File: config.mk
export PLATFORM = sky130hd
export DESIGN_NAME = i2c_sar
export DESIGN_NICKNAME = d
export VERILOG_FILES = /design/src/rtl/i2c_sar_pkg.sv /design/src/rtl/i2c_sar_filter.sv /design/src/rtl/i2c_sar_cond.sv /design/src/rtl/i2c_sar_match.sv /design/src/rtl/i2c_sar.sv
export SDC_FILE = /design/constraint.sdc
export NUM_CORES = 1
export LEC_CHECK = 0
export BUFFER_PORTS_ARGS = -buffer_cell sky130_fd_sc_hd__buf_2
export CORE_MARGIN = 10
export CORE_UTILIZATION = 61
export CTS_CLUSTER_DIAMETER = 60
export DETAILED_ROUTE_END_ITERATION = 7
export GPL_TIMING_DRIVEN = 0
export PLACE_DENSITY = 0.94
export SYNTH_ARGS = -nofsm -noshare
export SYNTH_HDL_FRONTEND = slang
export SYNTH_SLANG_ARGS = --single-unit
export TNS_END_PERCENT = 100
File: constraint.sdc
create_clock -name clk -period 4.3 [get_ports clk]
set_clock_uncertainty 0.05 [all_clocks]
set_input_delay 0.215 -clock clk [delete_from_list [all_inputs] [get_ports clk]]
set_output_delay 0.215 -clock clk [all_outputs]
set_load 0.005 [all_outputs]
File: src/rtl/i2c_sar_pkg.sv
package i2c_sar_pkg;

   localparam int BYTE_W   = 8;
   localparam int STATUS_W = 8;

   typedef enum logic [2:0] {
      S_IDLE,
      S_ADDR,
      S_ADDR_ACK,
      S_DATA,
      S_DATA_ACK,
      S_HOLD
   } sar_state_e;

   localparam logic [STATUS_W-1:0] STS_IDLE        = 8'hF8;
   localparam logic [STATUS_W-1:0] STS_OWN_W       = 8'h60;
   localparam logic [STATUS_W-1:0] STS_ARB_OWN_W   = 8'h68;
   localparam logic [STATUS_W-1:0] STS_GC          = 8'h70;
   localparam logic [STATUS_W-1:0] STS_ARB_GC      = 8'h78;
   localparam logic [STATUS_W-1:0] STS_DAT_ACK     = 8'h80;
   localparam logic [STATUS_W-1:0] STS_DAT_NACK    = 8'h88;
   localparam logic [STATUS_W-1:0] STS_GC_DAT_ACK  = 8'h90;
   localparam logic [STATUS_W-1:0] STS_GC_DAT_NACK = 8'h98;
   localparam logic [STATUS_W-1:0] STS_STOP        = 8'hA0;
   localparam logic [STATUS_W-1:0] STS_OWN_R       = 8'hA8;
   localparam logic [STATUS_W-1:0] STS_ARB_OWN_R   = 8'hB0;

   function automatic logic status_legal(input logic [STATUS_W-1:0] s);
      return (s == STS_OWN_W)      || (s == STS_ARB_OWN_W) ||
             (s == STS_GC)         || (s == STS_ARB_GC)    ||
             (s == STS_DAT_ACK)    || (s == STS_DAT_NACK)  ||
             (s == STS_GC_DAT_ACK) || (s == STS_GC_DAT_NACK) ||
             (s == STS_STOP)       || (s == STS_OWN_R)     ||
             (s == STS_ARB_OWN_R);
   endfunction

endpackage

File: src/rtl/i2c_sar_filter.sv
module i2c_sar_filter #(
   parameter int SYNC_STAGES = 2,
   parameter int FILT_LEN    = 4,
   parameter bit IDLE_LVL    = 1'b1
) (
   input  logic clk,
   input  logic rst_n,
   input  logic raw_i,
   output logic lvl_o,
   output logic rise_o,
   output logic fall_o
);

   logic [SYNC_STAGES-1:0] sync_q;
   logic                   synced;
   logic                   lvl_q;
   logic                   prev_q;

   always_ff @(posedge clk or negedge rst_n) begin
      if (!rst_n) sync_q <= {SYNC_STAGES{IDLE_LVL}};
      else        sync_q <= {sync_q[SYNC_STAGES-2:0], raw_i};
   end

   assign synced = sync_q[SYNC_STAGES-1];

   if (FILT_LEN > 1) begin : g_filter
      localparam int CW = $clog2(FILT_LEN);
      logic [CW-1:0] cnt_q;

      always_ff @(posedge clk or negedge rst_n) begin
         if (!rst_n) begin
            cnt_q <= '0;
            lvl_q <= IDLE_LVL;
         end else if (synced == lvl_q) begin
            cnt_q <= '0;
         end else if (cnt_q == CW'(FILT_LEN - 1)) begin
            cnt_q <= '0;
            lvl_q <= synced;
         end else begin
            cnt_q <= cnt_q + 1'b1;
         end
      end
   end else begin : g_bypass
      always_ff @(posedge clk or negedge rst_n) begin
         if (!rst_n) lvl_q <= IDLE_LVL;
         else        lvl_q <= synced;
      end
   end

   always_ff @(posedge clk or negedge rst_n) begin
      if (!rst_n) prev_q <= IDLE_LVL;
      else        prev_q <= lvl_q;
   end

   assign lvl_o  = lvl_q;
   assign rise_o = lvl_q & ~prev_q;
   assign fall_o = ~lvl_q & prev_q;

endmodule

File: src/rtl/i2c_sar_cond.sv
module i2c_sar_cond (
   input  logic scl_lvl_i,
   input  logic sda_rise_i,
   input  logic sda_fall_i,
   output logic start_o,
   output logic stop_o
);

   // SDA may only move while SCL is low; a move with SCL high is a condition
   assign start_o = sda_fall_i & scl_lvl_i;
   assign stop_o  = sda_rise_i & scl_lvl_i;

endmodule

File: src/rtl/i2c_sar_match.sv
module i2c_sar_match #(
   parameter bit GC_EN = 1'b1
) (
   input  logic [7:0] addr_byte_i,
   input  logic [7:0] own_cfg_i,
   output logic       own_hit_o,
   output logic       gc_hit_o
);

   assign own_hit_o = (addr_byte_i[7:1] == own_cfg_i[7:1]);

   if (GC_EN) begin : g_gc
      assign gc_hit_o = own_cfg_i[0] && (addr_byte_i == 8'h00);
   end else begin : g_no_gc
      assign gc_hit_o = 1'b0;
   end

endmodule

File: src/rtl/i2c_sar.sv
module i2c_sar
   import i2c_sar_pkg::*;
#(
   parameter int SYNC_STAGES = 2,
   parameter int FILT_LEN    = 4,
   parameter bit GC_EN       = 1'b1
) (
   input  logic                clk,
   input  logic                rst_n,
   input  logic                scl_i,
   input  logic                sda_i,
   output logic                scl_oe_o,
   output logic                sda_oe_o,
   input  logic [BYTE_W-1:0]   own_addr_i,
   input  logic                ack_en_i,
   input  logic                arb_lost_i,
   input  logic                irq_clr_i,
   output logic                irq_o,
   output logic [STATUS_W-1:0] status_o,
   output logic [BYTE_W-1:0]   rx_data_o
);

   localparam int NLINES = 2;
   localparam int LN_SCL = 0;
   localparam int LN_SDA = 1;
   localparam int BCW    = $clog2(BYTE_W + 1);

   if (SYNC_STAGES < 2) begin : g_bad_sync
      $error("i2c_sar: SYNC_STAGES must be at least 2");
   end
   if (FILT_LEN < 1) begin : g_bad_filt
      $error("i2c_sar: FILT_LEN must be at least 1");
   end

   logic [NLINES-1:0] raw, lvl, rise, fall;
   assign raw = {sda_i, scl_i};

   for (genvar g = 0; g < NLINES; g++) begin : g_line
      i2c_sar_filter #(
         .SYNC_STAGES (SYNC_STAGES),
         .FILT_LEN    (FILT_LEN),
         .IDLE_LVL    (1'b1)
      ) u_filt (
         .clk    (clk),
         .rst_n  (rst_n),
         .raw_i  (raw[g]),
         .lvl_o  (lvl[g]),
         .rise_o (rise[g]),
         .fall_o (fall[g])
      );
   end

   logic start_p, stop_p;
   i2c_sar_cond u_cond (
      .scl_lvl_i  (lvl[LN_SCL]),
      .sda_rise_i (rise[LN_SDA]),
      .sda_fall_i (fall[LN_SDA]),
      .start_o    (start_p),
      .stop_o     (stop_p)
   );

   logic scl_rise, scl_fall;
   assign scl_rise = rise[LN_SCL];
   assign scl_fall = fall[LN_SCL];

   sar_state_e          state_q, next_q;
   logic [BCW-1:0]      bit_cnt_q;
   logic [BYTE_W-1:0]   shreg_q;
   logic [BYTE_W-1:0]   rx_q;
   logic                gc_q, rd_q, ack_q, arb_q, irq_q, sda_oe_q;
   logic [STATUS_W-1:0] status_q, pend_q;

   logic own_hit, gc_hit;
   i2c_sar_match #(.GC_EN(GC_EN)) u_match (
      .addr_byte_i (shreg_q),
      .own_cfg_i   (own_addr_i),
      .own_hit_o   (own_hit),
      .gc_hit_o    (gc_hit)
   );

   logic addressed, byte_done, addr_take;
   logic [STATUS_W-1:0] addr_code, data_code;

   assign addressed = (state_q == S_DATA) || (state_q == S_DATA_ACK);
   assign byte_done = scl_fall && (bit_cnt_q == BCW'(BYTE_W));
   assign addr_take = ack_en_i && (gc_hit || own_hit);

   always_comb begin
      if (gc_hit)          addr_code = arb_q ? STS_ARB_GC    : STS_GC;
      else if (shreg_q[0]) addr_code = arb_q ? STS_ARB_OWN_R : STS_OWN_R;
      else                 addr_code = arb_q ? STS_ARB_OWN_W : STS_OWN_W;
   end

   always_comb begin
      if (gc_q) data_code = ack_en_i ? STS_GC_DAT_ACK : STS_GC_DAT_NACK;
      else      data_code = ack_en_i ? STS_DAT_ACK    : STS_DAT_NACK;
   end

   always_ff @(posedge clk or negedge rst_n) begin
      if (!rst_n) begin
         state_q   <= S_IDLE;
         next_q    <= S_IDLE;
         bit_cnt_q <= '0;
         shreg_q   <= '0;
         rx_q      <= '0;
         gc_q      <= 1'b0;
         rd_q      <= 1'b0;
         ack_q     <= 1'b0;
         arb_q     <= 1'b0;
         irq_q     <= 1'b0;
         sda_oe_q  <= 1'b0;
         status_q  <= STS_IDLE;
         pend_q    <= STS_IDLE;
      end else begin
         if (arb_lost_i) arb_q <= 1'b1;
         if (irq_clr_i)  irq_q <= 1'b0;

         if (start_p) begin
            if (addressed) begin
               irq_q    <= 1'b1;
               status_q <= STS_STOP;
            end
            state_q   <= S_ADDR;
            bit_cnt_q <= '0;
            sda_oe_q  <= 1'b0;
         end else if (stop_p) begin
            if (addressed) begin
               irq_q    <= 1'b1;
               status_q <= STS_STOP;
            end
            state_q  <= S_IDLE;
            sda_oe_q <= 1'b0;
         end else begin
            unique case (state_q)
               S_IDLE: begin
               end
               S_ADDR, S_DATA: begin
                  if (scl_rise) begin
                     shreg_q   <= {shreg_q[BYTE_W-2:0], lvl[LN_SDA]};
                     bit_cnt_q <= bit_cnt_q + 1'b1;
                  end else if (byte_done) begin
                     if (state_q == S_ADDR) begin
                        if (addr_take) begin
                           sda_oe_q <= 1'b1;
                           pend_q   <= addr_code;
                           gc_q     <= gc_hit;
                           rd_q     <= shreg_q[0] & ~gc_hit;
                           arb_q    <= 1'b0;
                           state_q  <= S_ADDR_ACK;
                        end else begin
                           state_q  <= S_IDLE;
                        end
                     end else begin
                        sda_oe_q <= ack_en_i;
                        ack_q    <= ack_en_i;
                        rx_q     <= shreg_q;
                        pend_q   <= data_code;
                        state_q  <= S_DATA_ACK;
                     end
                  end
               end
               S_ADDR_ACK: begin
                  if (scl_fall) begin
                     sda_oe_q  <= 1'b0;
                     irq_q     <= 1'b1;
                     status_q  <= pend_q;
                     bit_cnt_q <= '0;
                     next_q    <= rd_q ? S_IDLE : S_DATA;
                     state_q   <= S_HOLD;
                  end
               end
               S_DATA_ACK: begin
                  if (scl_fall) begin
                     sda_oe_q  <= 1'b0;
                     irq_q     <= 1'b1;
                     status_q  <= pend_q;
                     bit_cnt_q <= '0;
                     next_q    <= S_DATA;
                     state_q   <= ack_q ? S_HOLD : S_IDLE;
                  end
               end
               S_HOLD: begin
                  if (!irq_q) state_q <= next_q;
               end
               default: state_q <= S_IDLE;
            endcase
         end
      end
   end

   assign scl_oe_o  = (state_q == S_HOLD) && irq_q;
   assign sda_oe_o  = sda_oe_q;
   assign irq_o     = irq_q;
   assign status_o  = status_q;
   assign rx_data_o = rx_q;

endmodule

==> tab_implementation.tex, run 1 <==
\begin{tabular}{lr}
\hline
Metric & Value \\
\hline
\multicolumn{2}{l}{\textbf{Global route}} \\
\quad Vias in the first global route & 2038 \\
\quad Pin count of the biggest net entering global routing & 56 \\
\quad Global route total overflow & 0 \\
\quad Antenna violations before repair & 0 \\
\quad Overall fraction of global-route tracks in use & 15.8\% \\
\quad First-pass GRT wire length & 9680 µm \\
\multicolumn{2}{l}{\textbf{Placement}} \\
\quad IO buf count & 33 \\
\quad Routability Congestion & 0.905 \\
\quad Cell area after placement & 2880 µm² \\
\quad Hpwl dp & 4070 µm \\
\multicolumn{2}{l}{\textbf{STA}} \\
\quad Final setup violating endpoints & 0 \\
\quad Setup TNS after final layout & 0 ns \\
\quad Count of final max-slew check failures & 0 \\
\quad Relative slew slack & 23.9\% \\
\quad Share of the clock period used by the worst path & 48.3\% \\
\quad Fin crit period & 2.08 ns \\
\quad Maximum clock frequency & 482 MHz \\
\quad RSZ-0062 raised after global routing & no \\
\quad Final Hold Viols & 0 \\
\quad Slew at the pin with the worst max-slew slack & 1.14 ns \\
\multicolumn{2}{l}{\textbf{Route}} \\
\quad Number of remaining DRC errors & 0 \\
\quad Drt pass-1 iters & 4 \\
\quad Detailed-route wire length per cell & 17.1 µm \\
\quad DR iter-0 viols & 220 \\
\quad Routed via count & 1903 \\
\quad Total Wirelength & 5460 µm \\
\quad Vias per Instance & 5.95 \\
\quad Count of nets left with antenna violations after detail routing & 0 \\
\multicolumn{2}{l}{\textbf{Clocking}} \\
\quad Number of setup buffers added after CTS & 0 \\
\quad Number of sinks driven by the clock tree & 55 \\
\quad Skew-Pair Late Insertion Delay & 0.31 ns \\
\quad CTS tree & yes \\
\quad Buffer levels on the longest clock path & 2 \\
\quad H-tree levels & 2 \\
\quad Cell at the root of the clock tree & sky130\_fd\_sc\_hd\_\_clkbuf\_8 \\
\quad Clock-pin slew on the worst setup and hold paths & 0.09 ns \\
\quad TritonCTS buffer count & 5 \\
\multicolumn{2}{l}{\textbf{Final layout}} \\
\quad Post-Layout Inst Area & 2990 µm² \\
\quad Number of antenna cells inserted & 0 \\
\quad Number of fill cells in the layout & 286 \\
\quad Area added between synthesis and finish & 12.5\% \\
\quad Final Net Count & 289 \\
\quad Fraction of final layout cells with drive strength greater than 1 & 35.9\% \\
\multicolumn{2}{l}{\textbf{Worst setup path}} \\
\quad Reg2reg setup slack & 2.22 ns \\
\quad Type of destination of the critical path & register \\
\quad Worst endpoint required time & 4.45 ns \\
\quad R2R Path Start & g\_line[0].u\_filt.prev\_q\$\_DFF\_PN1\_ \\
\quad Highest fanout seen on the critical path & 10 \\
\quad Worst endpoint data arrival time & 2.22 ns \\
\quad Start point of the critical path & g\_line[0].u\_filt.prev\_q\$\_DFF\_PN1\_ \\
\quad Startpoint Class & register \\
\quad Type of the worst setup path & reg2reg \\
\multicolumn{2}{l}{\textbf{Logic synthesis}} \\
\quad Most used standard cell by instance count after synthesis & sky130\_fd\_sc\_hd\_\_dfrtp\_1 \\
\quad Flops \& latches, synth & 55 \\
\quad EDFF count, synth & 0 \\
\quad Post-synth top area cell & sky130\_fd\_sc\_hd\_\_dfrtp\_1 \\
\quad Most frequent cells after synthesis & 37 x sky130\_fd\_sc\_hd\_\_dfrtp\_1, 19 x sky130\_fd\_sc\_hd\_\_mux2\_2, 19 x sky130\_fd\_sc\_hd\_\_nor2\_1 \\
\quad Mean instance size in the synthesized netlist & 11.7 µm² \\
\quad Synthesized cell area & 2650 µm² \\
\quad Dominant synthesized flop cell & sky130\_fd\_sc\_hd\_\_dfrtp\_1 \\
\quad Cell types occupying the most area after synthesis & sky130\_fd\_sc\_hd\_\_dfrtp\_1 35\%, sky130\_fd\_sc\_hd\_\_dfstp\_2 18\%, sky130\_fd\_sc\_hd\_\_mux2\_2 8.1\% \\
\quad Synthesized netlist cell count & 227 \\
\quad Sequential fraction of the synthesis area & 52.7\% \\
\quad Distinct cell type count of the synthesized netlist & 55 \\
\quad Net Count, Synth & 247 \\
\quad Warnings from Yosys & 0 \\
\quad Area fraction of the dominant cell type after synthesis & 34.9\% \\
\quad Share of synthesized registers carrying an async set or reset & 100\% \\
\multicolumn{2}{l}{\textbf{Power and ir drop}} \\
\quad Power density normalized to cell area & 547 nW/µm² \\
\quad Peak VDD IR & 383 µV \\
\quad Leak Pwr & 1.39 nW \\
\multicolumn{2}{l}{\textbf{Die}} \\
\quad Area of the core region & 4120 µm² \\
\quad Number of top-level pins & 34 \\
\quad Die height & 86.0 µm \\
\quad Die area & 7390 µm² \\
\quad Initial core utilization & 64.5\% \\
\quad Core Rows & 23 \\
\quad Die X & 86.0 µm \\
\multicolumn{2}{l}{\textbf{Run}} \\
\quad Number of maximum-capacitance violations & 0 \\
\multicolumn{2}{l}{\textbf{Min path}} \\
\quad Hold path startpoint & irq\_clr\_i \\
\quad Worst hold-check path type & in2reg \\
\multicolumn{2}{l}{\textbf{Outcome}} \\
\quad Status & completed \\
\hline
\end{tabular}
==> area by class of cell <==
type,instances,area [µm²],share of cell area (%)
Sequential cell,55,1400,46.8
Multi-Input combinational cell,156,1170,39.3
Timing Repair Buffer,35,185,6.20
Clock buffer,6,72.6,2.43
Tap cell,50,62.6,2.09
Buffer,8,52.6,1.76
Inverter,8,30.0,1.01
Clock inverter,2,12.5,0.419
==> registers in the layout, summed over array words and instances (netlist names) <==
name	flops
status_o	8
g_line.u_filt.sync_q	4
g_line.u_filt.lvl_o	2
pend_q	5
ack_q	1
next_q	1
rd_q	1
state_q	3
gc_q	1
rx_data_o	8
g_line.u_filt.g_filter.cnt_q	4
bit_cnt_q	4
shreg_q	8
g_line.u_filt.prev_q	2
arb_q	1
irq_o	1
sda_oe_o	1
==> worst max-delay path, cell delays in order (launching register included) <==
cell and delay [ns]:
sky130_fd_sc_hd__dfstp_2 0.58, sky130_fd_sc_hd__or3b_4 0.44, sky130_fd_sc_hd__o21ai_2 0.18, sky130_fd_sc_hd__nor2_1 0.10, sky130_fd_sc_hd__o21ai_2 0.09, sky130_fd_sc_hd__buf_6 0.17, sky130_fd_sc_hd__mux2_2 0.34
==> path summary, 6_finish.rpt <==
check                                                             to  depth (start not counted)
min in group asynchronous                            irq_o$_DFF_PN0_                          1
worst max-delay path                          shreg_q[2]$_DFFE_PN0P_                          6
max in group asynchronous                     state_q[1]$_DFFE_PN0P_                          1
worst min register to register  g_line[1].u_filt.sync_q[1]$_DFF_PN1_                          0
worst min-delay path                                 irq_o$_DFF_PN0_                          2
worst max register to register                shreg_q[2]$_DFFE_PN0P_                          6
==> where the power goes <==
group | internal [W] | switching (W)
combinational | 0.000269 | 0.000322
sequential | 0.000652 | 0.000115
clock | 0.000114 | 0.000161
total | 0.00104 | 0.000598
==> kinds of logic after synthesis <==
family | Yosys count | synth area share (%)
simple gates | 71 | 15.1
flops | 55 | 52.7
compound gates | 46 | 13.1
mux | 23 | 9.95
buf+inv | 16 | 3.11
xor+xnor | 11 | 3.63
fa+ha+maj | 5 | 2.36
==> per-stage QoR <==
stage	total power, W	instances	worst slack, ns	utilization [%]	hold slack (ns)
final	0.00163	320	2.22	72.6	0.0276
after global routing	0.00175	320	2.07	72.6	0.0476
after CTS	0.00164	320	2.24	72.6	0.0317
after detailed placement	0.00136	310	2.25	70.0	0.272
after global placement	0.00132	310	2.29	70.0	0.269
after floorplan	0.00119	227	2.41	-	-0.131
==> layout by cell type, fill, tap and decap left out, types with 6 or more instances in the layout <==
cell type,Yosys,routed
sky130_fd_sc_hd__buf_2,2,35
sky130_fd_sc_hd__dfrtp_1,37,37
sky130_fd_sc_hd__dfstp_2,18,18
sky130_fd_sc_hd__inv_1,8,8
sky130_fd_sc_hd__mux2_2,19,19
sky130_fd_sc_hd__nand2_1,12,12
sky130_fd_sc_hd__nand3_1,6,6
sky130_fd_sc_hd__nor2_1,19,19
sky130_fd_sc_hd__o21ai_0,10,10
sky130_fd_sc_hd__xnor2_1,10,10
==> what timing repair did <==
action,CTS,global route
hold buffers,2,0
endpoints found under the hold margin,2,0
gates resized for setup,0,0
==> per-layer routing <==
metal	up-vias	part of all wire, %	GRT usage [%]
met3	7	8.0	6.34
met4	0	1.0	4.19
met2	62	48	26.3
met5	-	0	0
met1	943	43	18.4
li1	891	-	-
(Power assumes the default switching activity.)
==> run 2: changes to the inputs <==
--- a/config.mk
+++ b/config.mk
@@ -7,11 +7,11 @@
 export LEC_CHECK = 0
 export BUFFER_PORTS_ARGS = -buffer_cell sky130_fd_sc_hd__buf_2
 export CORE_MARGIN = 10
-export CORE_UTILIZATION = 61
+export CORE_UTILIZATION = 52
 export CTS_CLUSTER_DIAMETER = 60
 export DETAILED_ROUTE_END_ITERATION = 7
 export GPL_TIMING_DRIVEN = 0
-export PLACE_DENSITY = 0.94
+export PLACE_DENSITY = 0.87
 export SYNTH_ARGS = -nofsm -noshare
 export SYNTH_HDL_FRONTEND = slang
 export SYNTH_SLANG_ARGS = --single-unit
==> constraint.sdc (replaced) <==
create_clock -name clk -period 1.8 [get_ports clk]
set_clock_uncertainty 0.05 [all_clocks]
set_input_delay 0.09 -clock clk [delete_from_list [all_inputs] [get_ports clk]]
set_output_delay 0.09 -clock clk [all_outputs]
set_load 0.005 [all_outputs]
==> tab_implementation.tex, run 2 (synthesized netlist as in run 1, its figures left out) <==
\begin{tabular}{lr}
\hline
Metric & Value \\
\hline
\multicolumn{2}{l}{\textbf{Outcome}} \\
\quad Status & finished, violations left \\
\quad Violated checks & negative setup slack \\
\multicolumn{2}{l}{\textbf{Final layout}} \\
\quad Fraction of final layout cells with drive strength greater than 1 & 51.6\% \\
\quad Register Area & 1400 µm² \\
\quad Number of fill cells in the layout & 301 \\
\quad Final Net Count & 323 \\
\quad Utilization after layout & 72.6\% \\
\quad Most common cell after layout, fill and taps aside & sky130\_fd\_sc\_hd\_\_buf\_2 \\
\quad Commonest non-fill, non-tap cells in the layout & 34 x sky130\_fd\_sc\_hd\_\_buf\_2, 33 x sky130\_fd\_sc\_hd\_\_dfrtp\_1, 27 x sky130\_fd\_sc\_hd\_\_buf\_4 \\
\quad Area of combinational cells with multiple inputs & 1360 µm² \\
\quad Number of antenna cells inserted & 0 \\
\quad Area added between synthesis and finish & 32.7\% \\
\multicolumn{2}{l}{\textbf{Worst setup path}} \\
\quad Cell-by-cell listing of the critical path & or3b\_4, o21ai\_4, nor2\_4, o21ai\_4, buf\_8, mux2\_4 \\
\quad Startpoint Class & register \\
\quad Worst endpoint data arrival time & 2.09 ns \\
\quad Worst endpoint required time & 1.97 ns \\
\quad Top cell by count, worst path & sky130\_fd\_sc\_hd\_\_o21ai\_4 \\
\quad Type of destination of the critical path & register \\
\quad Number of buffers and inverters on the critical path & 1 \\
\quad CP delay by family, top & flip-flops \\
\quad Slowest cell delay on critical path & 0.55 ns \\
\quad Start point of the critical path & g\_line[0].u\_filt.prev\_q\$\_DFF\_PN1\_ \\
\quad Slowest stage cell, crit path & sky130\_fd\_sc\_hd\_\_dfstp\_2 \\
\quad Type of the worst setup path & reg2reg \\
\quad Highest fanout seen on the critical path & 8 \\
\quad R2R Path Start & g\_line[0].u\_filt.prev\_q\$\_DFF\_PN1\_ \\
\multicolumn{2}{l}{\textbf{Route}} \\
\quad Count of nets left with antenna violations after detail routing & 0 \\
\quad Vias per Instance & 5.70 \\
\quad Number of remaining DRC errors & 0 \\
\quad Detailed-route wire length per cell & 18.3 µm \\
\quad DR iter-0 viols & 240 \\
\quad Total Wirelength & 6780 µm \\
\quad Routed via count & 2115 \\
\quad Drt pass-1 iters & 4 \\
\multicolumn{2}{l}{\textbf{Die}} \\
\quad Die X & 91.4 µm \\
\quad Die area & 8360 µm² \\
\quad Initial core utilization & 54.7\% \\
\quad Die height & 91.4 µm \\
\quad Number of top-level pins & 34 \\
\quad Core Rows & 25 \\
\quad Area of the core region & 4850 µm² \\
\multicolumn{2}{l}{\textbf{Global route}} \\
\quad Overall fraction of global-route tracks in use & 14.6\% \\
\quad First-pass GRT wire length & 10200 µm \\
\quad Pin count of the biggest net entering global routing & 56 \\
\quad Vias in the first global route & 2151 \\
\quad Global route total overflow & 0 \\
\quad Antenna violations before repair & 0 \\
\multicolumn{2}{l}{\textbf{Clocking}} \\
\quad Number of sinks driven by the clock tree & 55 \\
\quad CTS tree & yes \\
\quad Skew-Pair Late Insertion Delay & 0.33 ns \\
\quad Clock-pin slew on the worst setup and hold paths & 0.11 ns \\
\quad Buffer levels on the longest clock path & 2 \\
\quad Cell at the root of the clock tree & sky130\_fd\_sc\_hd\_\_clkbuf\_8 \\
\quad H-tree levels & 2 \\
\quad TritonCTS buffer count & 5 \\
\multicolumn{2}{l}{\textbf{Power and ir drop}} \\
\quad Power share of the clock group & 15.8\% \\
\quad Sequential fraction of design power & 38.2\% \\
\quad Net switching component of the power & 0.00185 W \\
\quad Combinational fraction of design power & 46.1\% \\
\quad Power density normalized to cell area & 1390 nW/µm² \\
\quad Peak VDD IR & 948 µV \\
\quad Leak Pwr & 1.66 nW \\
\quad Switching portion of total power & 37.9\% \\
\quad Int Pwr & 0.00303 W \\
\multicolumn{2}{l}{\textbf{STA}} \\
\quad Fin crit period & 1.93 ns \\
\quad Final Hold Viols & 0 \\
\quad Relative slew slack & 21.4\% \\
\quad RSZ-0062 raised after global routing & yes \\
\quad Count of final max-slew check failures & 0 \\
\quad Setup TNS after final layout & -1.14 ns \\
\quad Maximum clock frequency & 519 MHz \\
\quad Final worst slack & -0.126 ns \\
\quad Final setup violating endpoints & 16 \\
\quad Slew at the pin with the worst max-slew slack & 1.18 ns \\
\quad Share of the clock period used by the worst path & 107\% \\
\multicolumn{2}{l}{\textbf{Min path}} \\
\quad Worst hold-check path type & in2reg \\
\quad Hold path startpoint & ack\_en\_i \\
\multicolumn{2}{l}{\textbf{Placement}} \\
\quad Routability Congestion & 0.905 \\
\quad Hpwl dp & 3950 µm \\
\quad IO buf count & 33 \\
\multicolumn{2}{l}{\textbf{Run}} \\
\quad Number of maximum-capacitance violations & 0 \\
\hline
\end{tabular}
==> run 2: cell count changes in the layout (fill, tap and decap cells not counted), moves of 3 or more <==
cell	change
sky130_fd_sc_hd__dlygate4sd3_1	+3
sky130_fd_sc_hd__o21ai_0	-3
sky130_fd_sc_hd__clkbuf_1	-3
sky130_fd_sc_hd__mux2_2	-8
sky130_fd_sc_hd__dfrtp_1	-4
sky130_fd_sc_hd__dfrtp_2	+4
sky130_fd_sc_hd__mux2_4	+8
sky130_fd_sc_hd__buf_4	+26
sky130_fd_sc_hd__buf_6	+3
sky130_fd_sc_hd__nor2_1	-4
==> run 2: power groups by stage <==
stage | Combinational (W) | Sequential [W] | Clock, W
global route | 0.00240 | 0.00190 | 0.000816
global placement | 0.00140 | 0.00184 | 0
detailed placement | 0.00145 | 0.00186 | 0
floorplan | 0.00114 | 0.00178 | 0
finish | 0.00225 | 0.00186 | 0.000769
CTS | 0.00171 | 0.00183 | 0.000766
==> run 2: layout make-up <==
cell class / count / share of cell area [%]
clock inverters: 2 / 0.498
inverters: 8 / 0.853
clock buffers: 6 / 2.35
flip-flops and latches: 55 / 39.9
well taps: 67 / 2.38
repair buffers: 69 / 13.2
plain buffers: 8 / 2.10
multi-input cells: 156 / 38.7
==> run 2: worst paths after layout <==
path | end | slack (ns) | cells past startpoint
hold / removal | ack_q$_DFFE_PN0P_ | 0.03 | 2
setup / recovery | shreg_q[0]$_DFFE_PN0P_ | -0.13 | 6
hold reg to reg | g_line[0].u_filt.sync_q[1]$_DFF_PN1_ | 0.31 | 0
min in group asynchronous | gc_q$_DFFE_PN0P_ | 0.49 | 2
setup reg to reg | shreg_q[0]$_DFFE_PN0P_ | -0.13 | 6
max in group asynchronous | state_q[2]$_DFFE_PN0P_ | 0.40 | 2
==> run 2: per-layer routing <==
metal	vias to the layer above	GRT usage [%]	wire length, µm
li1	970	-	-
met1	1057	17.5	2850
met2	76	23.7	3410
met3	12	4.44	403
met4	0	6.01	116
met5	-	0	0
==> run 2: what timing repair did <==
action / CTS / global route
endpoints found under the hold margin: 34 / 0
hold buffers: 5 / 0
gates resized for setup: 16 / 37
endpoints found under the setup margin: 30 / 38
buffers inserted: 11 / 19
gates cloned: 0 / 1
pin swaps: 1 / 9
==> run 2: per-stage QoR <==
step                      hold WS [ns]  power, W  std cells  instance area [µm²]  worst slack (ns)
after global placement           0.145   0.00324        327                 2930            -0.178
final                           0.0306   0.00488        371                 3520            -0.126
after global routing            0.0280   0.00512        371                 3520            -0.156
after detailed placement         0.147   0.00331        327                 2930            -0.172
after CTS                       0.0330   0.00430        351                 3220            -0.102
after floorplan                 -0.256   0.00292        227                 2680           -0.0535
